File: config.mk
export PLATFORM = sky130hd
export DESIGN_NAME = edram_page_ctrl
export DESIGN_NICKNAME = d
export VERILOG_FILES = /design/src/rtl/edram_pkg.sv /design/src/rtl/edram_page_track.sv /design/src/rtl/edram_refresh_sched.sv /design/src/rtl/edram_cmd_seq.sv /design/src/rtl/edram_page_ctrl.sv
export SDC_FILE = /design/constraint.sdc
export NUM_CORES = 1
export LEC_CHECK = 0
export ABC_AREA = 1
export BUFFER_PORTS_ARGS = -buffer_cell sky130_fd_sc_hd__clkbuf_2
export CAP_MARGIN = 25
export CORE_AREA = 2 2 424 426
export CTS_CLUSTER_SIZE = 10
export DETAILED_ROUTE_END_ITERATION = 10
export DIE_AREA = 0 0 426 428
export SLEW_MARGIN = 15
export SYNTH_ARGS = -nofsm -noshare
export SYNTH_HDL_FRONTEND = slang
export SYNTH_SLANG_ARGS = --single-unit
export TNS_END_PERCENT = 50
File: constraint.sdc
create_clock -name clk -period 5 [get_ports clk]
set_input_delay 1 -clock clk [delete_from_list [all_inputs] [get_ports clk]]
set_output_delay 1 -clock clk [all_outputs]
set_load 0.03 [all_outputs]
File: src/rtl/edram_pkg.sv
package edram_pkg;

  typedef enum logic [2:0] {
    CMD_NOP = 3'd0,
    CMD_ACT = 3'd1,
    CMD_RD  = 3'd2,
    CMD_WR  = 3'd3,
    CMD_PRE = 3'd4
  } dram_cmd_e;

  typedef enum logic [2:0] {
    ST_IDLE,
    ST_PRE,
    ST_ACT,
    ST_XFER,
    ST_RPRE,
    ST_RACT,
    ST_RCLOSE
  } seq_state_e;

endpackage

File: src/rtl/edram_page_track.sv
module edram_page_track #(
  parameter int NBANK  = 4,
  parameter int ROW_W  = 9,
  localparam int BANK_W = $clog2(NBANK)
) (
  input  logic              clk,
  input  logic              rst_n,
  input  logic              upd_open,
  input  logic              upd_close,
  input  logic [BANK_W-1:0] upd_bank,
  input  logic [ROW_W-1:0]  upd_row,
  input  logic [BANK_W-1:0] qa_bank,
  output logic              qa_open,
  output logic [ROW_W-1:0]  qa_row,
  input  logic [BANK_W-1:0] qb_bank,
  output logic              qb_open
);

  logic [NBANK-1:0] open_vec;
  logic [ROW_W-1:0] row_arr [NBANK];

  for (genvar g = 0; g < NBANK; g++) begin : g_bank
    logic             open_q, open_d;
    logic [ROW_W-1:0] row_q, row_d;
    logic             sel;

    assign sel = (upd_bank == BANK_W'(g));

    always_comb begin
      open_d = open_q;
      row_d  = row_q;
      if (sel && upd_open) begin
        open_d = 1'b1;
        row_d  = upd_row;
      end else if (sel && upd_close) begin
        open_d = 1'b0;
      end
    end

    always_ff @(posedge clk or negedge rst_n) begin
      if (!rst_n) begin
        open_q <= 1'b0;
        row_q  <= '0;
      end else begin
        open_q <= open_d;
        row_q  <= row_d;
      end
    end

    assign open_vec[g] = open_q;
    assign row_arr[g]  = row_q;
  end

  assign qa_open = open_vec[qa_bank];
  assign qa_row  = row_arr[qa_bank];
  assign qb_open = open_vec[qb_bank];

endmodule

File: src/rtl/edram_refresh_sched.sv
module edram_refresh_sched #(
  parameter int CNT_W  = 16,
  parameter int PAGE_W = 11
) (
  input  logic              clk,
  input  logic              rst_n,
  input  logic [CNT_W-1:0]  period,
  input  logic              done,
  output logic              pend,
  output logic [PAGE_W-1:0] page
);

  logic [CNT_W-1:0]  cnt_q, cnt_d;
  logic              pend_q, pend_d;
  logic [PAGE_W-1:0] page_q, page_d;
  logic              enabled, expire;

  assign enabled = (period != '0);
  assign expire  = enabled && (cnt_q >= (period - 1'b1));

  always_comb begin
    cnt_d  = cnt_q;
    pend_d = pend_q;
    page_d = page_q;
    if (expire)       cnt_d = '0;
    else if (enabled) cnt_d = cnt_q + 1'b1;
    if (expire)       pend_d = 1'b1;
    else if (done)    pend_d = 1'b0;
    if (done)         page_d = page_q + 1'b1;
  end

  always_ff @(posedge clk or negedge rst_n) begin
    if (!rst_n) begin
      cnt_q  <= '0;
      pend_q <= 1'b0;
      page_q <= '0;
    end else begin
      cnt_q  <= cnt_d;
      pend_q <= pend_d;
      page_q <= page_d;
    end
  end

  assign pend = pend_q;
  assign page = page_q;

endmodule

File: src/rtl/edram_cmd_seq.sv
module edram_cmd_seq
  import edram_pkg::*;
#(
  parameter int NHB    = 2,
  parameter int ROW_W  = 9,
  parameter int COL_W  = 3,
  parameter int DATA_W = 256,
  localparam int HB_W   = $clog2(NHB),
  localparam int BANK_W = HB_W + 1,
  localparam int PAGE_W = HB_W + ROW_W + 1,
  localparam int ADDR_W = PAGE_W + COL_W
) (
  input  logic              clk,
  input  logic              rst_n,
  input  logic              req_valid,
  input  logic              req_write,
  input  logic [ADDR_W-1:0] req_addr,
  input  logic [DATA_W-1:0] req_wdata,
  output logic              req_ready,
  input  logic              rf_pend,
  input  logic [PAGE_W-1:0] rf_page,
  output logic              rf_done,
  output logic [BANK_W-1:0] look_req_bank,
  input  logic              look_req_open,
  input  logic [ROW_W-1:0]  look_req_row,
  output logic [BANK_W-1:0] look_rf_bank,
  input  logic              look_rf_open,
  output logic              trk_open,
  output logic              trk_close,
  output logic [BANK_W-1:0] trk_bank,
  output logic [ROW_W-1:0]  trk_row,
  output logic [2:0]        dram_cmd,
  output logic [BANK_W-1:0] dram_bank,
  output logic [ROW_W-1:0]  dram_row,
  output logic [COL_W-1:0]  dram_col,
  output logic [DATA_W-1:0] dram_wdata,
  output logic              rsp_valid
);

  // request address fields
  logic [COL_W-1:0] in_col;
  logic             in_sa;
  logic [ROW_W-1:0] in_row;
  logic [HB_W-1:0]  in_hb;
  assign in_col = req_addr[COL_W-1:0];
  assign in_sa  = req_addr[COL_W];
  assign in_row = req_addr[COL_W+ROW_W:COL_W+1];
  assign in_hb  = req_addr[ADDR_W-1:COL_W+ROW_W+1];

  // refresh page fields (same layout without the word index)
  logic             rf_sa;
  logic [ROW_W-1:0] rf_row;
  logic [HB_W-1:0]  rf_hb;
  assign rf_sa  = rf_page[0];
  assign rf_row = rf_page[ROW_W:1];
  assign rf_hb  = rf_page[PAGE_W-1:ROW_W+1];

  assign look_req_bank = {in_hb, in_sa};
  assign look_rf_bank  = {rf_hb, rf_sa};

  seq_state_e        state_q, state_d;
  logic [BANK_W-1:0] cur_bank_q;
  logic [ROW_W-1:0]  cur_row_q;
  logic [COL_W-1:0]  cur_col_q;
  logic              cur_wr_q;
  logic [DATA_W-1:0] wdata_q;
  logic              rsp_q, rsp_d;
  logic              accept;
  dram_cmd_e         cmd;

  assign req_ready = (state_q == ST_IDLE) && !rf_pend;
  assign accept    = req_valid && req_ready;

  always_comb begin
    state_d = state_q;
    unique case (state_q)
      ST_IDLE: begin
        if (rf_pend)
          state_d = look_rf_open ? ST_RPRE : ST_RACT;
        else if (req_valid) begin
          if (!look_req_open)               state_d = ST_ACT;
          else if (look_req_row == in_row)  state_d = ST_XFER;
          else                              state_d = ST_PRE;
        end
      end
      ST_PRE:    state_d = ST_ACT;
      ST_ACT:    state_d = ST_XFER;
      ST_XFER:   state_d = ST_IDLE;
      ST_RPRE:   state_d = ST_RACT;
      ST_RACT:   state_d = ST_RCLOSE;
      ST_RCLOSE: state_d = ST_IDLE;
      default:   state_d = ST_IDLE;
    endcase
  end

  always_ff @(posedge clk or negedge rst_n) begin
    if (!rst_n) state_q <= ST_IDLE;
    else        state_q <= state_d;
  end

  // request capture, clock-enabled by acceptance
  always_ff @(posedge clk or negedge rst_n) begin
    if (!rst_n) begin
      cur_bank_q <= '0;
      cur_row_q  <= '0;
      cur_col_q  <= '0;
      cur_wr_q   <= 1'b0;
      wdata_q    <= '0;
    end else if (accept) begin
      cur_bank_q <= {in_hb, in_sa};
      cur_row_q  <= in_row;
      cur_col_q  <= in_col;
      cur_wr_q   <= req_write;
      wdata_q    <= req_wdata;
    end
  end

  always_comb begin
    cmd       = CMD_NOP;
    dram_bank = cur_bank_q;
    dram_row  = cur_row_q;
    unique case (state_q)
      ST_PRE:    cmd = CMD_PRE;
      ST_ACT:    cmd = CMD_ACT;
      ST_XFER:   cmd = cur_wr_q ? CMD_WR : CMD_RD;
      ST_RPRE: begin
        cmd       = CMD_PRE;
        dram_bank = {rf_hb, rf_sa};
        dram_row  = rf_row;
      end
      ST_RACT: begin
        cmd       = CMD_ACT;
        dram_bank = {rf_hb, rf_sa};
        dram_row  = rf_row;
      end
      ST_RCLOSE: begin
        cmd       = CMD_PRE;
        dram_bank = {rf_hb, rf_sa};
        dram_row  = rf_row;
      end
      default:   cmd = CMD_NOP;
    endcase
  end

  assign dram_cmd   = cmd;
  assign dram_col   = cur_col_q;
  assign dram_wdata = wdata_q;

  assign trk_open  = (cmd == CMD_ACT);
  assign trk_close = (cmd == CMD_PRE);
  assign trk_bank  = dram_bank;
  assign trk_row   = dram_row;

  assign rf_done = (state_q == ST_RCLOSE);

  assign rsp_d = (state_q == ST_XFER) && !cur_wr_q;

  always_ff @(posedge clk or negedge rst_n) begin
    if (!rst_n) rsp_q <= 1'b0;
    else        rsp_q <= rsp_d;
  end

  assign rsp_valid = rsp_q;

endmodule

File: src/rtl/edram_page_ctrl.sv
module edram_page_ctrl #(
  parameter int NHB    = 2,
  parameter int ROW_W  = 9,
  parameter int COL_W  = 3,
  parameter int DATA_W = 256,
  parameter int CNT_W  = 16,
  localparam int HB_W   = $clog2(NHB),
  localparam int BANK_W = HB_W + 1,
  localparam int NBANK  = NHB * 2,
  localparam int PAGE_W = HB_W + ROW_W + 1,
  localparam int ADDR_W = PAGE_W + COL_W
) (
  input  logic              clk,
  input  logic              rst_n,
  input  logic [CNT_W-1:0]  refresh_period,
  input  logic              req_valid,
  input  logic              req_write,
  input  logic [ADDR_W-1:0] req_addr,
  input  logic [DATA_W-1:0] req_wdata,
  output logic              req_ready,
  output logic              rsp_valid,
  output logic [DATA_W-1:0] rsp_rdata,
  output logic [2:0]        dram_cmd,
  output logic [BANK_W-1:0] dram_bank,
  output logic [ROW_W-1:0]  dram_row,
  output logic [COL_W-1:0]  dram_col,
  output logic [DATA_W-1:0] dram_wdata,
  input  logic [DATA_W-1:0] dram_rdata
);

  logic              rf_pend, rf_done;
  logic [PAGE_W-1:0] rf_page;
  logic [BANK_W-1:0] look_req_bank, look_rf_bank, trk_bank;
  logic              look_req_open, look_rf_open, trk_open, trk_close;
  logic [ROW_W-1:0]  look_req_row, trk_row;

  edram_refresh_sched #(.CNT_W(CNT_W), .PAGE_W(PAGE_W)) u_rf (
    .clk(clk), .rst_n(rst_n), .period(refresh_period), .done(rf_done),
    .pend(rf_pend), .page(rf_page)
  );

  edram_page_track #(.NBANK(NBANK), .ROW_W(ROW_W)) u_trk (
    .clk(clk), .rst_n(rst_n),
    .upd_open(trk_open), .upd_close(trk_close), .upd_bank(trk_bank), .upd_row(trk_row),
    .qa_bank(look_req_bank), .qa_open(look_req_open), .qa_row(look_req_row),
    .qb_bank(look_rf_bank), .qb_open(look_rf_open)
  );

  edram_cmd_seq #(.NHB(NHB), .ROW_W(ROW_W), .COL_W(COL_W), .DATA_W(DATA_W)) u_seq (
    .clk(clk), .rst_n(rst_n),
    .req_valid(req_valid), .req_write(req_write), .req_addr(req_addr),
    .req_wdata(req_wdata), .req_ready(req_ready),
    .rf_pend(rf_pend), .rf_page(rf_page), .rf_done(rf_done),
    .look_req_bank(look_req_bank), .look_req_open(look_req_open), .look_req_row(look_req_row),
    .look_rf_bank(look_rf_bank), .look_rf_open(look_rf_open),
    .trk_open(trk_open), .trk_close(trk_close), .trk_bank(trk_bank), .trk_row(trk_row),
    .dram_cmd(dram_cmd), .dram_bank(dram_bank), .dram_row(dram_row),
    .dram_col(dram_col), .dram_wdata(dram_wdata), .rsp_valid(rsp_valid)
  );

  assign rsp_rdata = dram_rdata;

endmodule

==> out/results.ini, run 1 <==
[timing]
final_max_slew_viol_count = 0
timing.slew.headroom_pct = 46.7
setup_slack_ns = 1.49
fin_tns_setup_ns = 0
period_minus_slack_ns = 3.51
fmax_ghz = 0.285
finClkSkew_ns = 0.0571
finalCritPeriodShare_pct = 70.3
worst_pin_slew_ns = 0.800
setup_violations = 0
hold_viol = 0
grt_setup_unrepaired = no

[route]
vias_per_cell = 2.89
avgRoutedWirePerCell_um = 20.1
num_vias = 12100
dr.pass1.iters = 5
wirelength_um = 84700
drc = 0
drtAntennaViolNets = 0
drt_first_iter_violations = 743

[clock_network]
clock_tree.buffer_depth = 3
post_cts_buffers = 0
clock-root-buffer = clkbuf_16
cts_repair_resize_count = 0
clk_latency_ns = 0.66
cts_hold_buf = 0
cts_buffers = 45
cts_tree = built
htree_levels = 2
cts.sinks = 343
clk_pin_slew_worst_paths_ns = 0.06

[logic_synthesis]
synth_edf_count = 0
ys.flop_type = dfrtp_1
synthCells = 1486
yosysWarnings = 0
ys_types = 33
syn_area_sq_um = 16500
syn-mean-instance-area_sq_um = 11.1
async_flop_share_pct = 100
syn_nets = 2052
seq_area_frac_synth_pct = 52.0
ys_ff_latch = 343

[final_layout]
nets = 2377
finish.utilization_pct = 12.2
layout-drive-gt1-share_pct = 50.1
fillers = 20400
area_growth_pct = 31.8

[worst_setup_path]
max_stage_delay_ns = 0.50
crit_chain = inv_2 -> nor2_2 -> inv_2 -> nand2_2 -> nor2_1 -> a21oi_1 -> clkbuf_2
path_common_cell = inv_2
crit_arrival_ns = 2.51
cp_num_buf_inv = 3
cp-end-kind = output port
cp_top_family = simple AND/OR/NAND/NOR gates
cp_slowest_cell = a21oi_1
worstPathRequired_ns = 4.00
start_kind = flip-flop
path_class = flip-flop to output port
cp_max_fo = 20

[placement]
dp_hpwl_um = 72300
place_ws_ns = 0.988
port_buffers = 564
place_congestion = 0.906

[grt]
track_usage_pct = 9.03
grt_pass1_wl_um = 111000
grt_antenna_before_repair = 58
grt_start_max_net_pins = 81
grt_pass1_vias = 12200
overflow = 0

[floorplan]
core_sq_um = 178000
die_w_um = 426
start_util_pct = 9.29
die_area_sq_um = 182000
row_count = 155
die_y_um = 428
pin_count = 1077

[power_and_ir_drop]
power.density_nw_per_um2 = 709
p_total_w = 0.0154
ir_worst_vdd_mv = 0.366
leakage_nw = 9.98

[flow_run]
maxCapViolCount = 0

[run_status]
outcome = complete, no violations

[min_path]
hp-class = input pin to async pin

==> report_power, final <==
| part | leakage [nW] | internal (W) | switching (W) | total, W |
|---|---|---|---|---|
| Sequential | 4.14 | 0.00412 | 0.000786 | 0.00491 |
| Combinational | 5.17 | 0.00237 | 0.00499 | 0.00736 |
| Clock | 0.671 | 0.00182 | 0.00134 | 0.00316 |
==> flip-flops by register name, indices dropped and copies added, names as in the netlist <==
name / count
u_seq.dram_col: 3
u_seq.cur_row_q: 9
u_trk.g_bank.open_q: 4
u_trk.g_bank.row_q: 36
u_seq.dram_wdata: 256
u_rf.cnt_q: 16
u_seq.state_q: 3
u_seq.rsp_valid: 1
u_rf.page: 11
u_seq.cur_wr_q: 1
u_seq.cur_bank_q: 2
u_rf.pend: 1
==> Yosys cell counts, types with 3 or more instances <==
cell type	instances	area share, %
a21oi_1	24	0.73
buf_2	32	0.97
buf_4	256	12
clkbuf_1	6	0.14
dfrtp_1	343	52
ha_1	20	1.5
inv_1	75	1.7
inv_2	7	0.16
mux2_2	262	18
nand2_1	247	5.6
nand3_1	46	1.4
nand4_1	16	0.61
nor2_1	48	1.1
nor3_1	20	0.61
nor3_4	4	0.39
nor4_1	3	0.11
o21ai_0	24	0.73
xnor2_1	6	0.32
xor2_1	27	1.4
==> worst register-to-register path, delay by kind of cell, from the launching register on <==
family | cells | cell delay, ns
buffers and inverters | 2 | 0.78
muxes | 1 | 0.45
DFF | 1 | 0.39
and+or+nand+nor | 3 | 0.80
==> worst paths after layout <==
path                                            end                      from  slack (ns)  cells after the start
max in group asynchronous     u_seq.dram_wdata[248]                     rst_n        3.58                      2
min                        u_trk.g_bank[3].row_q[6]                     rst_n        0.36                      1
min in group clk           u_trk.g_bank[2].row_q[2]  u_trk.g_bank[2].row_q[2]        0.47                      2
max                                     dram_row[6]          u_seq.state_q[2]        1.49                      7
min reg2reg                u_trk.g_bank[2].row_q[2]  u_trk.g_bank[2].row_q[2]        0.47                      2
max reg2reg                   u_seq.dram_wdata[244]          u_seq.state_q[0]        2.48                      6
==> through the flow <==
stage / instances / area [sq um] / hold WS [ns]
after floorplan: 1486 / 16500 / 0.423
after global placement: 4119 / 20300 / 0.453
after detailed placement: 4119 / 20300 / 0.458
after CTS: 4190 / 21700 / 0.309
after global routing: 4199 / 21700 / 0.372
final: 4205 / 21800 / 0.360
==> cells by family after synthesis <==
| kind of cell | Yosys count | synth area share, % |
|---|---|---|
| multiplexers | 262 | 17.9 |
| flip-flops | 343 | 52.0 |
| AO/OA/AOI/OAI | 58 | 1.98 |
| AND/OR/NAND/NOR | 390 | 10.1 |
| buffers and inverters | 380 | 14.8 |
| adder cells (fa/ha/maj) | 20 | 1.52 |
| XOR/XNOR | 33 | 1.75 |
==> layout by cell type (no fill, tap or decap), drive strengths merged, types with 3 or more instances in the layout <==
master    count
nor4          3
mux2        262
nand4        16
buf          10
nor2         50
dfrtp       343
diode        15
o21ai        28
xor2         27
nand2       249
ha           20
nand3        46
clkinv        6
clkbuf      621
a21oi        25
inv          86
nor3         24
clkinvlp      4
xnor2         6
==> metal layers <==
metal	track usage [%]	routed length [um]	share of wire (%)	up-vias
met2	13.7	37900	45	718
met3	7.49	15700	19	230
li1	-	-	-	5277
met5	0.476	294	0.35	-
met1	8.38	26300	31	5877
met4	5.04	4530	5.3	46
==> cell type report <==
type                            instances  area, sq um  area share (%)
Clock inverter                         13          190           0.874
Sequential cell                       343         8580            39.4
Antenna cell                           15         37.5           0.172
Clock buffer                           58         1210            5.58
Timing Repair Buffer                  573         2980            13.7
Tap cell                             2355         2950            13.5
Inverter                               85          329            1.51
Multi-Input combinational cell        763         5480            25.2
(Power assumes the default switching activity.)
==> run 2, diff against run 1 <==
--- a/config.mk
+++ b/config.mk
@@ -8,10 +8,10 @@
 export ABC_AREA = 1
 export BUFFER_PORTS_ARGS = -buffer_cell sky130_fd_sc_hd__clkbuf_2
 export CAP_MARGIN = 25
-export CORE_AREA = 2 2 424 426
+export CORE_AREA = 2 2 414 416
 export CTS_CLUSTER_SIZE = 10
 export DETAILED_ROUTE_END_ITERATION = 10
-export DIE_AREA = 0 0 426 428
+export DIE_AREA = 0 0 416 418
 export SLEW_MARGIN = 15
 export SYNTH_ARGS = -nofsm -noshare
 export SYNTH_HDL_FRONTEND = slang
==> constraint.sdc (replaced) <==
create_clock -name clk -period 3.4 [get_ports clk]
set_input_delay 0.68 -clock clk [delete_from_list [all_inputs] [get_ports clk]]
set_output_delay 0.68 -clock clk [all_outputs]
set_load 0.03 [all_outputs]
==> out/results.ini, run 2 (synthesis gave the netlist of run 1 again) <==
[power_and_ir_drop]
leakage_nw = 10.1
power.density_nw_per_um2 = 1060
ir_worst_vdd_mv = 0.426

[final_layout]
regArea_sq_um = 8580
nets = 2393
area_growth_pct = 31.5
final_cell_mix = 562 x clkbuf_2, 343 x dfrtp_1, 262 x mux2_2, 246 x nand2_1, 75 x inv_1
fillers = 19100
largest_register_ffs = 256
final_common_cell = clkbuf_2
finish.utilization_pct = 12.8
layout-drive-gt1-share_pct = 50.7
design_area_sq_um = 21700
multi_input_area_sq_um = 5490

[clock_network]
clk_pin_slew_worst_paths_ns = 0.05
clk_latency_ns = 0.62
clock-root-buffer = clkbuf_16
cts.sinks = 343
cts_buffers = 46
htree_levels = 2
post_cts_buffers = 0
cts_tree = built
clock_tree.buffer_depth = 3

[worst_setup_path]
cp_slowest_cell = dfrtp_1
crit_arrival_ns = 2.38
worstPathRequired_ns = 2.72
start_kind = flip-flop
cp-end-kind = output port
path_common_cell = inv_2
path_class = flip-flop to output port
r2r-start = u_seq.state_q[0]
cp_top_family = buffers and inverters
crit_start = u_seq.state_q[2]
cp_max_fo = 20
crit_chain = inv_2 -> nor2_2 -> inv_2 -> nand2_4 -> nor2_1 -> a21oi_1 -> clkbuf_2
max_stage_delay_ns = 0.41
cp_num_buf_inv = 3

[placement]
port_buffers = 564
place_congestion = 0.811
place_area_sq_um = 20300
dp_hpwl_um = 67600

[route]
drc = 0
drt_first_iter_violations = 692
wirelength_um = 80400
vias_per_cell = 2.93
drtAntennaViolNets = 0
num_vias = 11900
dr.pass1.iters = 5
avgRoutedWirePerCell_um = 19.7

[timing]
setup_violations = 0
fin_tns_setup_ns = 0
timing.slew.headroom_pct = 45.1
period_minus_slack_ns = 3.06
grt_setup_unrepaired = no
finalCritPeriodShare_pct = 89.9
finClkSkew_ns = 0.0345
final_max_slew_viol_count = 0
worst_pin_slew_ns = 0.823
hold_viol = 0
holdWs_ns = 0.0236
fmax_ghz = 0.327

[grt]
track_usage_pct = 8.88
overflow = 0
grt_pass1_vias = 12200
grt_pass1_wl_um = 106000
grt_antenna_before_repair = 37
grt_start_max_net_pins = 76

[flow_run]
maxCapViolCount = 0

[run_status]
outcome = complete, no violations

[floorplan]
row_count = 151
die_area_sq_um = 174000
die_y_um = 418
pin_count = 1077
start_util_pct = 9.76
core_sq_um = 169000
die_w_um = 416

[min_path]
hp-class = input pin to async pin

-- run 2: cell count changes in the layout (fill, tap and decap cells not counted), sizes merged --
cell	before	now
buf	10	26
clkinv	6	10
clkinvlp	4	1
inv	86	87
diode	15	1
clkbuf	621	619
-- run 2: what timing repair did --
item	in CTS	in global routing
resized for setup	0	2
setup endpoints to repair	0	1
hold buffers	0	0
-- run 2: path summary, 6_finish.rpt --
| check | depth (start not counted) | slack (ns) | end |
|---|---|---|---|
| max in group asynchronous | 2 | 2.39 | u_seq.dram_wdata[90] |
| min in group clk | 2 | 0.28 | u_seq.dram_wdata[25] |
| hold / removal | 1 | 0.02 | u_seq.dram_col[2] |
| setup reg to reg | 6 | 1.10 | u_seq.dram_wdata[22] |
| hold reg to reg | 1 | 0.46 | u_seq.rsp_valid |
| setup / recovery | 7 | 0.34 | dram_row[4] |
-- run 2: metal layers --
layer | track usage (%) | wire (um)
met1 | 7.96 | 24400
met2 | 13.9 | 36800
met3 | 7.12 | 13700
met4 | 5.18 | 4940
met5 | 0.695 | 486
-- run 2: layout make-up --
cell class / instances / area share, %
flip-flops and latches: 343 / 39.6
multi-input cells: 763 / 25.3
repair buffers: 588 / 14.3
well taps: 2218 / 12.8
clock buffers: 57 / 5.68
inverters: 85 / 1.52
clock inverters: 15 / 0.859
diodes: 1 / 0.0115
-- run 2: where the power goes --
part / internal [W] / switching [W] / total, W
sequential: 0.00606 / 0.00117 / 0.00723
clock: 0.00271 / 0.00195 / 0.00466
combinational: 0.00353 / 0.00747 / 0.0110
total: 0.0123 / 0.0106 / 0.0229
-- run 2: stage by stage --
| step | total power [W] | std cells | setup slack (ns) |
|---|---|---|---|
| 2_1_floorplan | 0.0148 | 1486 | 0.310 |
| 3_3_place_gp | 0.0184 | 3997 | 0.0968 |
| 3_5_place_dp | 0.0186 | 3997 | -0.0779 |
| 4_1_cts | 0.0235 | 4069 | 0.0112 |
| 5_1_grt | 0.0242 | 4069 | 0.164 |
| 6_report | 0.0229 | 4070 | 0.342 |
==> run 3, diff against run 2 <==
--- a/config.mk
+++ b/config.mk
@@ -5,13 +5,13 @@
 export SDC_FILE = /design/constraint.sdc
 export NUM_CORES = 1
 export LEC_CHECK = 0
-export ABC_AREA = 1
-export BUFFER_PORTS_ARGS = -buffer_cell sky130_fd_sc_hd__clkbuf_2
+export BUFFER_PORTS_ARGS = -buffer_cell sky130_fd_sc_hd__buf_2
 export CAP_MARGIN = 25
-export CORE_AREA = 2 2 414 416
+export CORE_AREA = 2 2 421 423
 export CTS_CLUSTER_SIZE = 10
 export DETAILED_ROUTE_END_ITERATION = 10
-export DIE_AREA = 0 0 416 418
+export DIE_AREA = 0 0 423 425
+export SETUP_SLACK_MARGIN = 0.5
 export SLEW_MARGIN = 15
 export SYNTH_ARGS = -nofsm -noshare
 export SYNTH_HDL_FRONTEND = slang
==> out/results.ini, run 3 <==
[run_status]
outcome = complete, no violations

[final_layout]
fin_cells = 3954
final_common_cell = buf_2
area_growth_pct = 33.6
multi_input_area_sq_um = 5430
largest_register_ffs = 256
regArea_sq_um = 8590
layout-drive-gt1-share_pct = 60.0
nets = 2156
fillers = 20000
final_cell_mix = 562 x buf_2, 340 x dfrtp_1, 272 x mux2_2, 62 x nor2_1, 46 x clkbuf_16

[floorplan]
die_y_um = 425
pin_count = 1077
row_count = 154
die_area_sq_um = 180000
core_sq_um = 175000
start_util_pct = 9.18
die_w_um = 423

[grt]
overflow = 0
grt_pass1_vias = 10900
grt_pass1_wl_um = 99500
grt_start_max_net_pins = 70
track_usage_pct = 8.11
grt_antenna_before_repair = 24

[timing]
final_max_slew_viol_count = 0
grt_setup_unrepaired = yes
period_minus_slack_ns = 2.84
hold_viol = 0
worst_pin_slew_ns = 0.889
fin_tns_setup_ns = 0
fmax_ghz = 0.353
timing.slew.headroom_pct = 40.7
setup_violations = 0
finalCritPeriodShare_pct = 83.4
setup_slack_ns = 0.564
finClkSkew_ns = 0.0222
holdWs_ns = 0.0734

[route]
num_vias = 11000
drt_first_iter_violations = 660
vias_per_cell = 2.79
avgRoutedWirePerCell_um = 19.5
drtAntennaViolNets = 0
wirelength_um = 77000
dr.pass1.iters = 6
drc = 0

[placement]
place_ws_ns = 0.000757
place_inst = 3878
dp_hpwl_um = 65600
port_buffers = 564
place_congestion = 0.908

[logic_synthesis]
syn-mean-instance-area_sq_um = 12.9
post-synth-top-count-cell = dfrtp_1
synth_common_cells = 343 x dfrtp_1, 272 x mux2_2, 258 x buf_4
ys_ff_latch = 343
seq_area_frac_synth_pct = 53.3
synthTopCellsByArea = dfrtp_1 53%, mux2_2 19%, buf_4 12%
synth.top_cell.area_share_pct = 53.3
synthCells = 1250
syn_nets = 1816
synth_edf_count = 0
yosysTopAreaCell = dfrtp_1
async_flop_share_pct = 100
yosysWarnings = 0
ys.flop_type = dfrtp_1
ys_types = 47
syn_area_sq_um = 16100

[worst_setup_path]
cp-end-kind = output port
reg2reg_slack_ns = 0.96
start_kind = flip-flop
crit_arrival_ns = 2.16
worstPathRequired_ns = 2.72
cp_max_fo = 10
path_class = flip-flop to output port

[power_and_ir_drop]
power.density_nw_per_um2 = 1000
p_switching_w = 0.00957
leakage_nw = 9.29
seqPwrFrac_pct = 34.1
p_clk_share_pct = 20.2
p_sw_share_pct = 44.4
p_total_w = 0.0216
p_int_w = 0.0120
combPwrFrac_pct = 45.7
ir_worst_vdd_mv = 0.439

[flow_run]
maxCapViolCount = 0

[clock_network]
clock-root-buffer = clkbuf_16
clock_tree.buffer_depth = 3
cts_tree = built
cts_buffers = 44
clk_latency_ns = 0.60
htree_levels = 2
cts.sinks = 343
clk_pin_slew_worst_paths_ns = 0.05

[min_path]
hp-class = input pin to async pin

## run 3: power by group through the flow
stage	Sequential (W)	Combinational, W	Clock [W]
finish	0.00736	0.00986	0.00436
floorplan	0.0102	0.00382	0
detailed placement	0.00737	0.00994	0
global placement	0.00730	0.00984	0
CTS	0.00733	0.00998	0.00453
global route	0.00759	0.0104	0.00468
## run 3: cell type report
class	count	area share, %
diodes	5	0.0582
clock inverters	8	0.413
flip-flops and latches	343	39.9
clock buffers	57	5.64
multi-input cells	585	25.2
well taps	2340	13.6
repair buffers	592	14.7
inverters	24	0.419
## run 3: critical path, cell delays in order, from the launching register on
cell and delay (ns):
dfrtp_2 0.47, nand2_4 0.11, and2_4 0.18, buf_12 0.18, mux2i_4 0.32, inv_1 0.11, buf_2 0.20
## run 3: final timing paths
path / depth (start not counted) / to / startpoint
min in group clk: 2 / u_seq.dram_wdata[193] / req_wdata[193]
min: 1 / u_seq.dram_wdata[191] / rst_n
max: 6 / dram_row[1] / u_seq.state_q[0]
max reg2reg: 8 / u_trk.g_bank[0].row_q[6] / u_seq.state_q[0]
min reg2reg: 1 / u_seq.rsp_valid / u_seq.cur_wr_q
max in group asynchronous: 2 / u_rf.pend / rst_n
## run 3: routing by layer
metal	wire length, um	vias up	track usage [%]
met1	28500	5520	9.11
met4	2780	30	3.55
met3	12200	202	5.91
li1	-	4692	-
met2	33000	569	11.3
met5	480	-	1.38
## run 3: logic make-up after synthesis
kind of cell / after synthesis / synth area share (%)
XOR/XNOR: 48 / 2.61
buffers and inverters: 322 / 13.9
AO/OA/AOI/OAI: 69 / 2.60
multiplexers: 296 / 21.4
adder cells (fa/ha/maj): 20 / 1.56
flip-flops: 343 / 53.3
AND/OR/NAND/NOR: 152 / 4.61
## run 3: per-stage QoR
stage          area, sq um  utilization (%)
4_1_cts              21400             12.2
3_5_place_dp         20000             11.4
3_3_place_gp         20000             11.4
6_report             21500             12.3
5_1_grt              21500             12.3
2_1_floorplan        16200                -
## run 3: repair_timing
item | 4_1_cts | 5_1_grt
resized for setup | 9 | 12
hold buffers | 0 | 0
pin swaps | 0 | 1
setup buffers | 2 | 4
setup endpoints to repair | 10 | 21
